`config.mk`:
```
export PLATFORM = sky130hd
export DESIGN_NAME = latency_judge
export DESIGN_NICKNAME = d
export VERILOG_FILES = /design/src/rtl/lat_pkg.sv /design/src/rtl/lat_zero_judge.sv /design/src/rtl/lat_err_monitor.sv /design/src/rtl/lat_hold_ctl.sv /design/src/rtl/latency_judge.sv
export SDC_FILE = /design/constraint.sdc
export NUM_CORES = 1
export LEC_CHECK = 0
export CAP_MARGIN = 20
export CORE_UTILIZATION = 41
export CTS_CLUSTER_DIAMETER = 50
export DETAILED_ROUTE_END_ITERATION = 8
export PLACE_DENSITY_LB_ADDON = 0.12
export RECOVER_POWER = 25
export SYNTH_ARGS = -nofsm -noshare
export SYNTH_HDL_FRONTEND = slang
export SYNTH_HIERARCHICAL = 1
export SYNTH_SLANG_ARGS = --single-unit
export TNS_END_PERCENT = 1
```
`constraint.sdc`:
```
create_clock -name clk -period 6.5 [get_ports clk]
set_input_delay 1.3 -clock clk [delete_from_list [all_inputs] [get_ports clk]]
set_output_delay 1.3 -clock clk [all_outputs]
set_load 0.01 [all_outputs]
```
`src/rtl/lat_pkg.sv`:
```
package lat_pkg;
  typedef enum logic {
    JUDGE_RELAXED = 1'b0,
    JUDGE_STRICT  = 1'b1
  } judge_e;
endpackage

```
`src/rtl/lat_zero_judge.sv`:
```
// Classifies the operand on the input port as one-cycle or two-cycle work.
module lat_zero_judge #(
  parameter int W         = 16,
  parameter int ZERO_N    = 8,
  parameter bit SEL_MCAND = 1'b0
) (
  input  logic [W-1:0]        mcand,
  input  logic [W-1:0]        mplier,
  input  lat_pkg::judge_e     mode,
  output logic                fast
);
  localparam int ZW = $clog2(W + 1);
  localparam logic [ZW:0] LIM_RELAX  = (ZW + 1)'(ZERO_N);
  localparam logic [ZW:0] LIM_STRICT = (ZW + 1)'(ZERO_N + 1);

  logic [W-1:0] judged;

  generate
    if (SEL_MCAND) begin : g_col
      logic unused_other;
      assign judged       = mcand;
      assign unused_other = ^mplier;
    end else begin : g_row
      logic unused_other;
      assign judged       = mplier;
      assign unused_other = ^mcand;
    end
  endgenerate

  logic [ZW:0] zeros;
  always_comb begin
    zeros = '0;
    for (int i = 0; i < W; i++) begin
      zeros = zeros + {{ZW{1'b0}}, ~judged[i]};
    end
  end

  logic [ZW:0] limit;
  always_comb begin
    limit = (mode == lat_pkg::JUDGE_STRICT) ? LIM_STRICT : LIM_RELAX;
    fast  = (zeros >= limit);
  end
endmodule

```
`src/rtl/lat_err_monitor.sv`:
```
// Counts error pulses per window of accepted operations; selects the judge.
module lat_err_monitor #(
  parameter int WINDOW     = 16,
  parameter int ERR_THRESH = 4
) (
  input  logic            clk,
  input  logic            rst_n,
  input  logic            op_take,
  input  logic            err_pulse,
  output lat_pkg::judge_e mode
);
  localparam int OW = (WINDOW > 1) ? $clog2(WINDOW) : 1;
  localparam int EW = $clog2(ERR_THRESH + 1);
  localparam logic [OW-1:0] OP_LAST  = OW'(WINDOW - 1);
  localparam logic [EW-1:0] ERR_TOP  = EW'(ERR_THRESH);
  localparam logic [EW-1:0] ERR_EDGE = EW'(ERR_THRESH - 1);

  logic [OW-1:0] op_cnt;
  logic [EW-1:0] err_cnt;
  logic          win_end;

  assign win_end = op_take && (op_cnt == OP_LAST);

  always_ff @(posedge clk) begin
    if (!rst_n) begin
      op_cnt <= '0;
    end else if (op_take) begin
      op_cnt <= win_end ? '0 : op_cnt + 1'b1;
    end
  end

  always_ff @(posedge clk) begin
    if (!rst_n) begin
      err_cnt <= '0;
    end else if (win_end) begin
      err_cnt <= '0;
    end else if (err_pulse && (err_cnt != ERR_TOP)) begin
      err_cnt <= err_cnt + 1'b1;
    end
  end

  always_ff @(posedge clk) begin
    if (!rst_n) begin
      mode <= lat_pkg::JUDGE_RELAXED;
    end else if (err_pulse && (err_cnt >= ERR_EDGE)) begin
      mode <= lat_pkg::JUDGE_STRICT;
    end
  end
endmodule

```
`src/rtl/lat_hold_ctl.sv`:
```
// Handshake gating and the one-cycle hold for slow or re-executed operations.
module lat_hold_ctl (
  input  logic clk,
  input  logic rst_n,
  input  logic in_valid,
  input  logic err_pulse,
  input  logic fast,
  output logic in_ready,
  output logic ireg_en,
  output logic hold
);
  logic take;

  assign in_ready = !hold && !err_pulse;
  assign take     = in_valid && in_ready;
  assign ireg_en  = take;

  always_ff @(posedge clk) begin
    if (!rst_n) begin
      hold <= 1'b0;
    end else begin
      hold <= (take && !fast) || err_pulse;
    end
  end
endmodule

```
`src/rtl/latency_judge.sv`:
```
module latency_judge #(
  parameter int W          = 16,
  parameter int ZERO_N     = 8,
  parameter int WINDOW     = 16,
  parameter int ERR_THRESH = 4,
  parameter bit SEL_MCAND  = 1'b0
) (
  input  logic         clk,
  input  logic         rst_n,
  input  logic         in_valid,
  output logic         in_ready,
  input  logic [W-1:0] mcand,
  input  logic [W-1:0] mplier,
  input  logic         err_pulse,
  output logic         ireg_en,
  output logic         hold,
  output logic         strict_mode
);
  lat_pkg::judge_e mode;
  logic            fast;

  lat_zero_judge #(
    .W(W), .ZERO_N(ZERO_N), .SEL_MCAND(SEL_MCAND)
  ) u_judge (
    .mcand  (mcand),
    .mplier (mplier),
    .mode   (mode),
    .fast   (fast)
  );

  lat_hold_ctl u_hold (
    .clk       (clk),
    .rst_n     (rst_n),
    .in_valid  (in_valid),
    .err_pulse (err_pulse),
    .fast      (fast),
    .in_ready  (in_ready),
    .ireg_en   (ireg_en),
    .hold      (hold)
  );

  lat_err_monitor #(
    .WINDOW(WINDOW), .ERR_THRESH(ERR_THRESH)
  ) u_mon (
    .clk       (clk),
    .rst_n     (rst_n),
    .op_take   (ireg_en),
    .err_pulse (err_pulse),
    .mode      (mode)
  );

  assign strict_mode = (mode == lat_pkg::JUDGE_STRICT);
endmodule

```
==> results of run 1 <==
per-stage QoR:
| stage | utilization, % | setup WS [ps] | instances | hold slack [ps] | cell area, sq um |
|---|---|---|---|---|---|
| 6_report | 58.3 | 1250 | 142 | 493 | 1160 |
| 2_1_floorplan | - | 1600 | 88 | 483 | 866 |
| 3_3_place_gp | 57.0 | 1010 | 138 | 458 | 1130 |
| 4_1_cts | 58.3 | 1190 | 142 | 501 | 1160 |
| 3_5_place_dp | 57.0 | 928 | 138 | 489 | 1130 |
| 5_1_grt | 58.3 | 1050 | 142 | 531 | 1160 |
registers in the layout (all words and copies together) (netlist names):
register,flops
u_mon/op_cnt,4
u_hold/hold,1
u_mon/err_cnt,3
u_mon/mode,1
path summary, 6_finish.rpt:
kind,startpoint,endpoint,slack (ps),cells after the start
min,u_hold/hold$_SDFF_PN0_,u_hold/hold$_SDFF_PN0_,490,1
max reg2reg,u_mon/mode$_SDFFE_PN0P_,u_hold/hold$_SDFF_PN0_,4840,5
min reg2reg,u_hold/hold$_SDFF_PN0_,u_hold/hold$_SDFF_PN0_,490,1
max,mplier[14],u_hold/hold$_SDFF_PN0_,1250,12
routing by layer:
layer,routed length (microns),vias up,GRT usage (%)
li1,-,330,-
met2,653,11,18.4
met1,585,284,17.5
met4,7,0,3.33
met5,0,-,0
met3,56,2,5.66
power breakdown:
part	switching [uW]	internal (uW)	total, uW
sequential	4.26	59.5	63.8
clock	20.6	23.7	44.3
combinational	68.5	74.1	143
total	93.3	157	251
cell type report:
cell class / count / share of cell area [%]
Multi-Input combinational cell: 57 / 52.2
Timing Repair Buffer: 23 / 19.9
Sequential cell: 9 / 15.6
Inverter: 22 / 7.14
Tap cell: 27 / 2.92
Clock buffer: 4 / 2.27
worst max-delay path, stage by stage:
cell and delay, ps:
clkdlybuf4s50_1 430, fa_1 540, inv_1 50, fa_1 480, fa_1 540, fa_1 430
ha_1 220, fa_1 420, or3b_1 420, o32ai_2 210, a22oi_1 120, o31ai_1 250
synth_stat cells, drive strengths merged, types with 2 or more instances:
library cell  instances  area share [%]
inv                  22             9.5
fa                   10              23
ha                   10              14
dfxtp                 9              21
nor2                  7             3.3
nand2                 4             2.0
xnor2                 3             3.0
a21oi                 2             1.2
and2                  2             1.4
mux2i                 2             2.3
o21ai                 2             2.5
or3b                  2             2.0
cell families (layout without fill, tap and decap cells):
logic type                 Yosys count  in the layout  share of synthesized area [%]
AOI/OAI and AO/OA                   13             13                           14.6
xor gates and xnor gates             4              4                           4.05
adders and majority gates           20             20                           37.6
buffers and inverters               22             49                           9.54
DFF                                  9              9                           20.8
muxes                                2              2                           2.31
and+or+nand+nor                     18             18                           11.1
==> out/qor.yml, run 1 <==
post_cts_buffers: 0
synthArstFlopShare_pct: 0
clkSlewWorstSetupHoldPaths_ps: 60
h-tree-depth: 1
final-setup-viol-count: 0
slew_violations: 0
tightest_slew_ps: 331
cts_buffer_depth: 2
std_cell_rows: 16
grt_max_degree: 7
grt_pass1_wl_microns: 1990
status: "finished, final reports clean"
period_share_pct: 80.8
worst_setup_path_end_kind: "flop"
cts_buffers: 3
postRouteWirelength_microns: 1300
final_common_cell: "inv_1"
root_buffer: "clkbuf_4"
path_max_fanout: 2
fp.dieW_microns: 48.0
start_util_pct: 43.7
cp_data_required_time_ps: 6670
yosysWarnings: 6
synth_nets: 144
nets: 172
grt-ovfl-total: 0
core_sq_um: 1980
synthToLayoutAreaGrowth_pct: 33.5
io_buffers: 23
avgRoutedWirePerCell_microns: 9.17
leakage_uw: 0.000528
antenna_found_initial: 0
syn_area_sq_um: 866
track_usage_pct: 12.8
multi_input_area_sq_um: 603
synth_flop_cell: "dfxtp_1"
cts_tree: "done"
io_pins: 40
regArea_sq_um: 180
cp.arrival_ps: 5430
grt_pass1_vias: 485
drive_above_1_share_pct: 9.57
ant_nets: 0
vias_per_cell: 4.42
remaining_drc_errors: 0
fillers: 170
synth.distinct_cells: 28
synth_edf_count: 0
dieArea_sq_um: 2300
p_total_uw: 251
final_cell_mix: "22 x inv_1, 21 x clkdlybuf4s50_1, 10 x fa_1, 10 x ha_1, 9 x dfxtp_1"
slew_headroom_pct: 77.9
synthesis.instances: 88
tns_ps: 0
start_kind: "primary input"
period_minus_slack_ps: 5250
yosysSeqAreaShare_pct: 20.8
cts_sinks: 9
insertion_delay_ps: 260
hold_viol: 0
rsz0062_at_grt: "false"
ctsResizeCount: 0
hpwl_microns: 1140
place_congestion: 0.653
peakVddDrop_mv: 0.116
crit_type: "primary input to flop"
maxCapViolCount: 0
firstDrtPassIters: 1
synth-seq-cells: 9
chipHeight_microns: 48.0
dr.first_iter.drc_count: 0
antenna_cells: 0
min_path_type: "flop to flop"
vias: 627
skew_ps: 1.15
fmax_mhz: 190
ctsHoldBuffers: 0
powerDensity_nw_per_um2: 217
postSynthAreaPerCell_sq_um: 9.84
Note: power is estimated with default switching activity, not from simulation.
==> run 2, diff against run 1 <==
==> constraint.sdc (replaced) <==
create_clock -name clk -period 4.9 [get_ports clk]
set_input_delay 0.98 -clock clk [delete_from_list [all_inputs] [get_ports clk]]
set_output_delay 0.98 -clock clk [all_outputs]
set_load 0.01 [all_outputs]
==> out/qor.yml, run 2 (synthesized netlist as in run 1, its figures left out) <==
status: "finished, final reports clean"
skew_ps: 4.03  # +2.88 ps
max_stage_delay_ps: 530  # about the same
hp-start: "u_hold/hold$_SDFF_PN0_"
ant_nets: 0  # unchanged
grt_pass1_wl_microns: 2410  # +21%
fillers: 173  # +1.8%
crit_top_cell: "fa_1"
min_path_type: "flop to flop"
tightest_slew_ps: 321  # -9.65 ps
dr.first_iter.drc_count: 5  # +5
final-setup-viol-count: 0  # unchanged
path_max_fanout: 2  # unchanged
root_buffer: "clkbuf_4"
reg2reg_depth: 5  # unchanged
final_cell_mix: "20 x inv_1, 12 x clkdlybuf4s50_1, 10 x fa_1"
grt_max_degree: 7  # unchanged
ctsHoldBuffers: 0  # unchanged
slew_headroom_pct: 78.6  # +0.64 points
cts_buffers: 3  # unchanged
leakage_uw: 0.000622  # +18%
avgRoutedWirePerCell_microns: 10.0  # +9.6%
rrSetupSlack_ps: 3190  # -1650 ps
track_usage_pct: 15.5  # +2.7 points
antenna_found_initial: 0  # unchanged
largest_reg_flops: 4  # unchanged
vias: 657  # +4.8%
cp_data_required_time_ps: 5080  # -1590 ps
maxCapViolCount: 0  # unchanged
hpwl_microns: 1260  # +10%
min_to: "u_hold/hold$_SDFF_PN0_"
grt_pass1_vias: 595  # +23%
fin_area_sq_um: 1210  # +4.8%
synthToLayoutAreaGrowth_pct: 39.9
clkSlewWorstSetupHoldPaths_ps: 60  # about the same
std_cell_rows: 16  # unchanged
h-tree-depth: 1  # unchanged
chipHeight_microns: 48.0  # unchanged
cp.arrival_ps: 4820  # -610 ps
fmax_mhz: 216
grt-ovfl-total: 0  # unchanged
worst_r2r_startpoint: "u_mon/mode$_SDFFE_PN0P_"
reg2reg_to: "u_hold/hold$_SDFF_PN0_"
worst_setup_path_end_kind: "flop"
final_common_cell: "inv_1"
dieArea_sq_um: 2300  # unchanged
cp_num_buf_inv: 2  # unchanged
hold_viol: 0  # unchanged
whs_ps: 474  # -19.2 ps
place_congestion: 0.656  # +0.38%
fp.dieW_microns: 48.0  # unchanged
drive_above_1_share_pct: 16.1  # +6.5 points
remaining_drc_errors: 0  # unchanged
min_path_cells: 1  # unchanged
period_minus_slack_ps: 4640
io_pins: 40  # unchanged
regArea_sq_um: 180  # unchanged
crit_slowest_cell: "fa_1"
vias_per_cell: 4.53  # +2.6%
cts_sinks: 9  # unchanged
postRouteWirelength_microns: 1460  # +12%
crit_type: "primary input to flop"
insertion_delay_ps: 260  # about the same
antenna_cells: 0  # unchanged
core_sq_um: 1980  # unchanged
multi_input_area_sq_um: 613  # +1.7%
period_share_pct: 94.7
start_kind: "primary input"
dpl-instance-area_sq_um: 1140  # +1.3%
peakVddDrop_mv: 0.147  # +27%
cpLargestDelayFamily: "adder cells"
largest-register: "u_mon/op_cnt"
reg.largest.list: "u_mon/op_cnt: 4 flops, u_mon/err_cnt: 3 flops"
rsz0062_at_grt: "false"
cts_tree: "done"
nets: 175  # +1.7%
crit_chain: "dlymetal6s2s_1 > fa_1 > inv_1 > fa_1 > fa_1 > fa_1 > ha_2 > fa_1 > or3b_4 > o32ai_2 > a22oi_2 > o31ai_1"
cts_buffer_depth: 2  # unchanged
powerDensity_nw_per_um2: 304  # +40%
slew_violations: 0  # unchanged
io_buffers: 23  # unchanged
firstDrtPassIters: 4  # +3
start_util_pct: 43.7  # unchanged
run 2: final cells by class:
| type | count | area share [%] |
|---|---|---|
| Inverter | 22 | 6.82 |
| Clock buffer | 4 | 2.17 |
| Multi-Input combinational cell | 57 | 50.6 |
| Timing Repair Buffer | 26 | 22.7 |
| Tap cell | 27 | 2.79 |
| Sequential cell | 9 | 14.9 |
run 2: worst max path at each step:
stage	from	endpoint	slack, ps	cells after the start
4_1_cts	mplier[7]	u_hold/hold$_SDFF_PN0_	8	12
2_1_floorplan	mplier[14]	u_hold/hold$_SDFF_PN0_	320	11
5_1_grt	mplier[14]	u_hold/hold$_SDFF_PN0_	100	12
3_3_place_gp	mplier[14]	u_hold/hold$_SDFF_PN0_	-270	12
6_report	mplier[14]	u_hold/hold$_SDFF_PN0_	260	12
3_5_place_dp	mplier[3]	u_hold/hold$_SDFF_PN0_	-310	12
run 2: power by group:
part	internal (uW)	leakage (uW)	switching, uW
clock	31.4	0.0000150	26.1
sequential	79.0	0.0000735	5.73
combinational	123	0.000533	104
total	233	0.000622	136
run 2: metrics by stage:
stage / util [%] / total power (uW) / std cells / setup TNS [ps] / setup slack (ps)
after detailed placement: 57.8 / 305 / 140 / -312 / -312
after CTS: 59.3 / 368 / 144 / 0 / 7.75
after global placement: 57.8 / 294 / 140 / -272 / -272
after global routing: 61.1 / 411 / 145 / 0 / 98.4
final: 61.1 / 369 / 145 / 0 / 260
after floorplan: - / 228 / 88 / 0 / 325
run 2: routing by layer:
| metal | track usage (%) | vias up | wire [microns] |
|---|---|---|---|
| met2 | 25.7 | 11 | 759 |
| met5 | 0 | - | 0 |
| met4 | 3.33 | 0 | 8 |
| li1 | - | 338 | - |
| met3 | 5.66 | 2 | 53 |
| met1 | 19.2 | 306 | 636 |
run 2: timing repair:
action	in CTS	in global routing
pin swaps	3	12
buffers inserted	0	1
gates resized for setup	2	12
setup endpoints to repair	1	1
run 2: worst reg2reg max path, stage by stage, from the launching register on:
cell and delay (ps):
dfxtp_1 320, ha_1 290, or3b_4 410, o32ai_2 300
a22oi_2 120, o31ai_1 190
